**config.mk**
```make
export PLATFORM = sky130hd
export DESIGN_NAME = dma_bus_owner
export DESIGN_NICKNAME = d
export VERILOG_FILES = /design/src/rtl/dma_own_pkg.sv /design/src/rtl/dma_unit_cnt.sv /design/src/rtl/dma_own_fsm.sv /design/src/rtl/dma_bus_owner.sv
export SDC_FILE = /design/constraint.sdc
export NUM_CORES = 1
export LEC_CHECK = 0
export ABC_CLOCK_PERIOD_IN_PS = 3700
export BUFFER_PORTS_ARGS = -buffer_cell sky130_fd_sc_hd__buf_2
export CORE_MARGIN = 4
export CORE_UTILIZATION = 40
export DETAILED_ROUTE_END_ITERATION = 8
export MAX_ROUTING_LAYER = met4
export PLACE_DENSITY = 0.62
export SLEW_MARGIN = 20
export SYNTH_ARGS = -nofsm -noshare
export SYNTH_HDL_FRONTEND = slang
export SYNTH_SLANG_ARGS = --single-unit
```
**constraint.sdc**
```tcl
create_clock -name clk -period 3.7 [get_ports clk]
set_input_delay 0.185 -clock clk [delete_from_list [all_inputs] [get_ports clk]]
set_output_delay 0.185 -clock clk [all_outputs]
set_load 0.02 [all_outputs]
```
**src/rtl/dma_own_pkg.sv**
```systemverilog
package dma_own_pkg;
   typedef enum logic [1:0] {
      OWN_IDLE = 2'd0,
      OWN_WAIT = 2'd1,
      OWN_XFER = 2'd2,
      OWN_DONE = 2'd3
   } own_state_e;
endpackage

```
**src/rtl/dma_unit_cnt.sv**
```systemverilog
module dma_unit_cnt #(
   parameter int CNT_W = 16
) (
   input  logic             clk,
   input  logic             rst_n,
   input  logic             load,
   input  logic [CNT_W-1:0] load_val,
   input  logic             dec,
   output logic             last,
   output logic             load_zero
);
   localparam logic [CNT_W-1:0] ONE = CNT_W'(1);

   logic [CNT_W-1:0] rem_q;

   always_ff @(posedge clk or negedge rst_n) begin
      if (!rst_n)
         rem_q <= '0;
      else if (load)
         rem_q <= load_val;
      else if (dec)
         rem_q <= rem_q - ONE;
   end

   assign last      = (rem_q == ONE);
   assign load_zero = (load_val == '0);
endmodule

```
**src/rtl/dma_own_fsm.sv**
```systemverilog
module dma_own_fsm
   import dma_own_pkg::*;
#(
   parameter int MIN_GAP = 1
) (
   input  logic       clk,
   input  logic       rst_n,
   input  logic       en,
   input  logic       burst_mode,
   input  logic       hp_req,
   input  logic       unit_done,
   input  logic       last,
   input  logic       load_zero,
   output own_state_e state_q,
   output logic       starting_q,
   output logic       load,
   output logic       dec
);
   localparam int GAP_W = (MIN_GAP > 1) ? $clog2(MIN_GAP) + 1 : 1;

   generate
      if (MIN_GAP < 1) begin : g_bad_gap
         $error("dma_own_fsm: MIN_GAP must be at least 1");
      end
   endgenerate

   logic       gap_ok;
   own_state_e state_d;
   logic       start_d;
   logic       unit_end;

   // Minimum number of cycles spent off the bus before a unit may start.
   generate
      if (MIN_GAP <= 1) begin : g_gap_single
         assign gap_ok = 1'b1;
      end else begin : g_gap_count
         logic [GAP_W-1:0] gap_q;
         always_ff @(posedge clk or negedge rst_n) begin
            if (!rst_n)
               gap_q <= '0;
            else if (state_q != OWN_WAIT)
               gap_q <= '0;
            else if (!gap_ok)
               gap_q <= gap_q + 1'b1;
         end
         assign gap_ok = (gap_q >= GAP_W'(MIN_GAP - 1));
      end
   endgenerate

   // A unit can end only after its start cycle.
   assign unit_end = (state_q == OWN_XFER) && !starting_q && unit_done;

   always_comb begin
      state_d = state_q;
      start_d = 1'b0;
      load    = 1'b0;
      dec     = 1'b0;
      case (state_q)
         OWN_IDLE: begin
            if (en) begin
               load    = 1'b1;
               state_d = load_zero ? OWN_DONE : OWN_WAIT;
            end
         end
         OWN_WAIT: begin
            if (!en)
               state_d = OWN_IDLE;
            else if (!hp_req && gap_ok) begin
               state_d = OWN_XFER;
               start_d = 1'b1;
            end
         end
         OWN_XFER: begin
            if (unit_end) begin
               dec = 1'b1;
               if (last)
                  state_d = OWN_DONE;
               else if (!en)
                  state_d = OWN_IDLE;
               else if (!burst_mode || hp_req)
                  state_d = OWN_WAIT;
               else
                  start_d = 1'b1;
            end
         end
         OWN_DONE: begin
            if (!en)
               state_d = OWN_IDLE;
         end
         default: state_d = OWN_IDLE;
      endcase
   end

   always_ff @(posedge clk or negedge rst_n) begin
      if (!rst_n) begin
         state_q    <= OWN_IDLE;
         starting_q <= 1'b0;
      end else begin
         state_q    <= state_d;
         starting_q <= start_d;
      end
   end
endmodule

```
**src/rtl/dma_bus_owner.sv**
```systemverilog
module dma_bus_owner
   import dma_own_pkg::*;
#(
   parameter int CNT_W   = 16,
   parameter int MIN_GAP = 1
) (
   input  logic             clk,
   input  logic             rst_n,
   input  logic             en,
   input  logic             burst_mode,
   input  logic [CNT_W-1:0] count,
   input  logic             hp_req,
   input  logic             cpu_req,
   input  logic             unit_done,
   output logic             dma_req,
   output logic             dma_gnt,
   output logic             cpu_gnt,
   output logic             unit_start,
   output logic             done
);
   generate
      if (CNT_W < 1) begin : g_bad_width
         $error("dma_bus_owner: CNT_W must be at least 1");
      end
   endgenerate

   own_state_e state;
   logic       starting;
   logic       load;
   logic       dec;
   logic       last;
   logic       load_zero;

   dma_unit_cnt #(
      .CNT_W(CNT_W)
   ) u_cnt (
      .clk      (clk),
      .rst_n    (rst_n),
      .load     (load),
      .load_val (count),
      .dec      (dec),
      .last     (last),
      .load_zero(load_zero)
   );

   dma_own_fsm #(
      .MIN_GAP(MIN_GAP)
   ) u_fsm (
      .clk       (clk),
      .rst_n     (rst_n),
      .en        (en),
      .burst_mode(burst_mode),
      .hp_req    (hp_req),
      .unit_done (unit_done),
      .last      (last),
      .load_zero (load_zero),
      .state_q   (state),
      .starting_q(starting),
      .load      (load),
      .dec       (dec)
   );

   assign dma_gnt    = (state == OWN_XFER);
   assign dma_req    = (state == OWN_XFER) || (state == OWN_WAIT);
   assign unit_start = dma_gnt && starting;
   assign done       = (state == OWN_DONE);
   assign cpu_gnt    = cpu_req && !hp_req && !dma_gnt;
endmodule

```
==> metrics <==
status=completed; Final period util=61.46%; RSZ-0062 raised after global routing=no; Vias=1149; Worst setup EP type=flop; CTS tree=done; Core ar.=3028 µm²; total track usage=16.08%; postcts setup bufs=0; Final Non-Filler Cells=212; Post-DRT Antenna Nets=0; most frequent cells in the layout=27 x buf_2, 19 x dfrtp_1, 13 x nand2_1; Worst Path Max Fanout=9; Slew Limit Fails=0; Slew Limit Headroom=62.28%; Inserted Clock Buffers=3; Synth cell types=40; I/O Buffers=27; number of remaining DRC errors=0; DRT Pass-1 Iters=4; vias in the first global route=1170; Final Hold Fails=0; final setup margin=1.426 ns; Final #Nets=199; Worst-Margin Slew=0.5658 ns; die area=4119 µm²; maxcap violations=0; Gate power share=47.2%; met2 usage=26.06%; WL final=2904 µm; met1 usage=19.87%; Die Height=64.18 µm; post-cts sizing count=0; sequential area share after synthesis=37.66%; ant diodes=0; Post-synth EDFFs=0; initial antenna violation count=0; Sequential Power Share=42.3%; Most used DFF post-synth=dfrtp_1; vias per std cell=5.420; Max VDD drop=0.2586 mV; pwr/cell area=683.9 nW/µm²; Max Clock Freq=439.7 MHz; CP Class=reg -> reg; Place WS=1.455 ns; Yosys Warn Count=0; net count after synthesis=170; Switching Share=44.67%; Critical Path AT=2.50 ns; Psw=0.0004491 W; Clock Sink Count=19; share of post-route cells with drive strength above 1=22.02%; met3 usage=4.921%; GRT Max-Usage Layer=met2; Placer Congestion=0.8370; setup_tns=0 ns; Critical Path RT=3.92 ns; # IOs=28; Post-Syn Area=1262 µm²; synthesized flop and latch total=19; Final Hold Slack=0.09764 ns; crit path time final=2.274 ns; Async S/R FF share, synth=100.0%; Initial Util=41.69%; Clock Latency Late Sink=0.30 ns; Worst Hold Class=in -> reg; hold buffer count at cts=1; CTS Root Cell=clkbuf_4; Reg clk slew, reported paths=0.11 ns; most common cell after layout, fill and taps aside=buf_2; first-pass GRT wire length=5181 µm; Synth Area per Inst=9.018 µm²; Clock Tree Buf Depth=2; startpoint types=flop; static leakage=0.6143 nW; P_int=0.0005564 W; Mapped Cells=140; Wirelength per Cell=13.70 µm; Clk pwr share=10.5%; Core Rows=20; largest net degree at the start of global routing=21; Area growth syn-to-layout=16.45%; number of H-tree levels=1; placed instance count=207; Layout Skew=0.002982 ns; Core Util, Final=48.55%; Starting DRT DRC Count=33; die width=64.18 µm; final setup violating endpoints=0; Post-DP HPWL=2281 µm; GRT Residual Overflow=0
==> Yosys cell counts (4+ instances only) <==
cell | n | area share, %
a31oi_1 | 6 | 3.0
dfrtp_1 | 19 | 38
ha_1 | 7 | 6.9
inv_1 | 7 | 2.1
nand2_1 | 13 | 3.9
nand4_1 | 6 | 3.0
nor2_1 | 10 | 3.0
nor4_1 | 4 | 2.0
o21ai_0 | 12 | 4.8
o31ai_1 | 4 | 2.4
or4_1 | 4 | 2.4
xor2_1 | 8 | 5.6
==> power by group through the flow <==
stage                     sequential [W]  combinational (W)  clock, W
final                           0.000426           0.000474  0.000105
after global routing            0.000442           0.000542  0.000118
after CTS                       0.000424           0.000477  0.000110
after detailed placement        0.000428           0.000474         0
after global placement          0.000424           0.000460         0
after floorplan                 0.000397           0.000376         0
==> final timing paths <==
check	from	endpoint	slack, ns	cells after the start
setup / recovery	u_fsm.state_q[0]	u_cnt.rem_q[15]	1.43	6
hold / removal	count[7]	u_cnt.rem_q[7]	0.1	3
setup reg to reg	u_fsm.state_q[0]	u_cnt.rem_q[15]	1.43	6
hold reg to reg	u_fsm.state_q[0]	u_fsm.state_q[0]	0.58	1
max in group asynchronous	rst_n	u_cnt.rem_q[15]	3.05	2
min in group asynchronous	rst_n	u_cnt.rem_q[8]	0.35	2
==> cell families after synthesis <==
kind of cell | synth area share (%)
buf+inv | 3.568
compound gates | 15.36
flops | 37.66
mux | 0.8919
xor+xnor | 6.244
fa+ha+maj | 6.937
simple gates | 29.34
==> state kept, by name, indices dropped and copies added (netlist names) <==
name / cells
u_fsm.state_q: 2
u_fsm.starting_q: 1
u_cnt.rem_q: 16
==> metrics by stage <==
stage          instance area (µm²)  power (W)
6_report                      1470   0.001006
2_1_floorplan                 1262  0.0007725
3_5_place_dp                  1434  0.0009024
3_3_place_gp                  1434  0.0008840
5_1_grt                       1470   0.001103
4_1_cts                       1470   0.001011
==> worst max-delay path: stages (launching register included) <==
cell and delay [ns]:
dfrtp_1 0.43, inv_1 0.11, ha_1 0.31, and4bb_1 0.42, nand2_1 0.23, or4_1 0.52, a31oi_1 0.18
==> metal layers <==
layer / share of wire, % / wire, µm
met5: 0 / 0
met4: 0.72 / 21
met3: 5.3 / 153
met2: 46 / 1338
met1: 48 / 1390
==> final cells by class <==
cell class | count | area [µm²]
clock buffer | 4 | 26.28
inverter | 7 | 26.28
fill | 312 | 1558
sequential | 19 | 475.5
tap | 44 | 55.05
timing repair buffer | 28 | 145.1
multi-input combinational | 110 | 742.0
No activity file was read; power rests on OpenSTA's default activity.
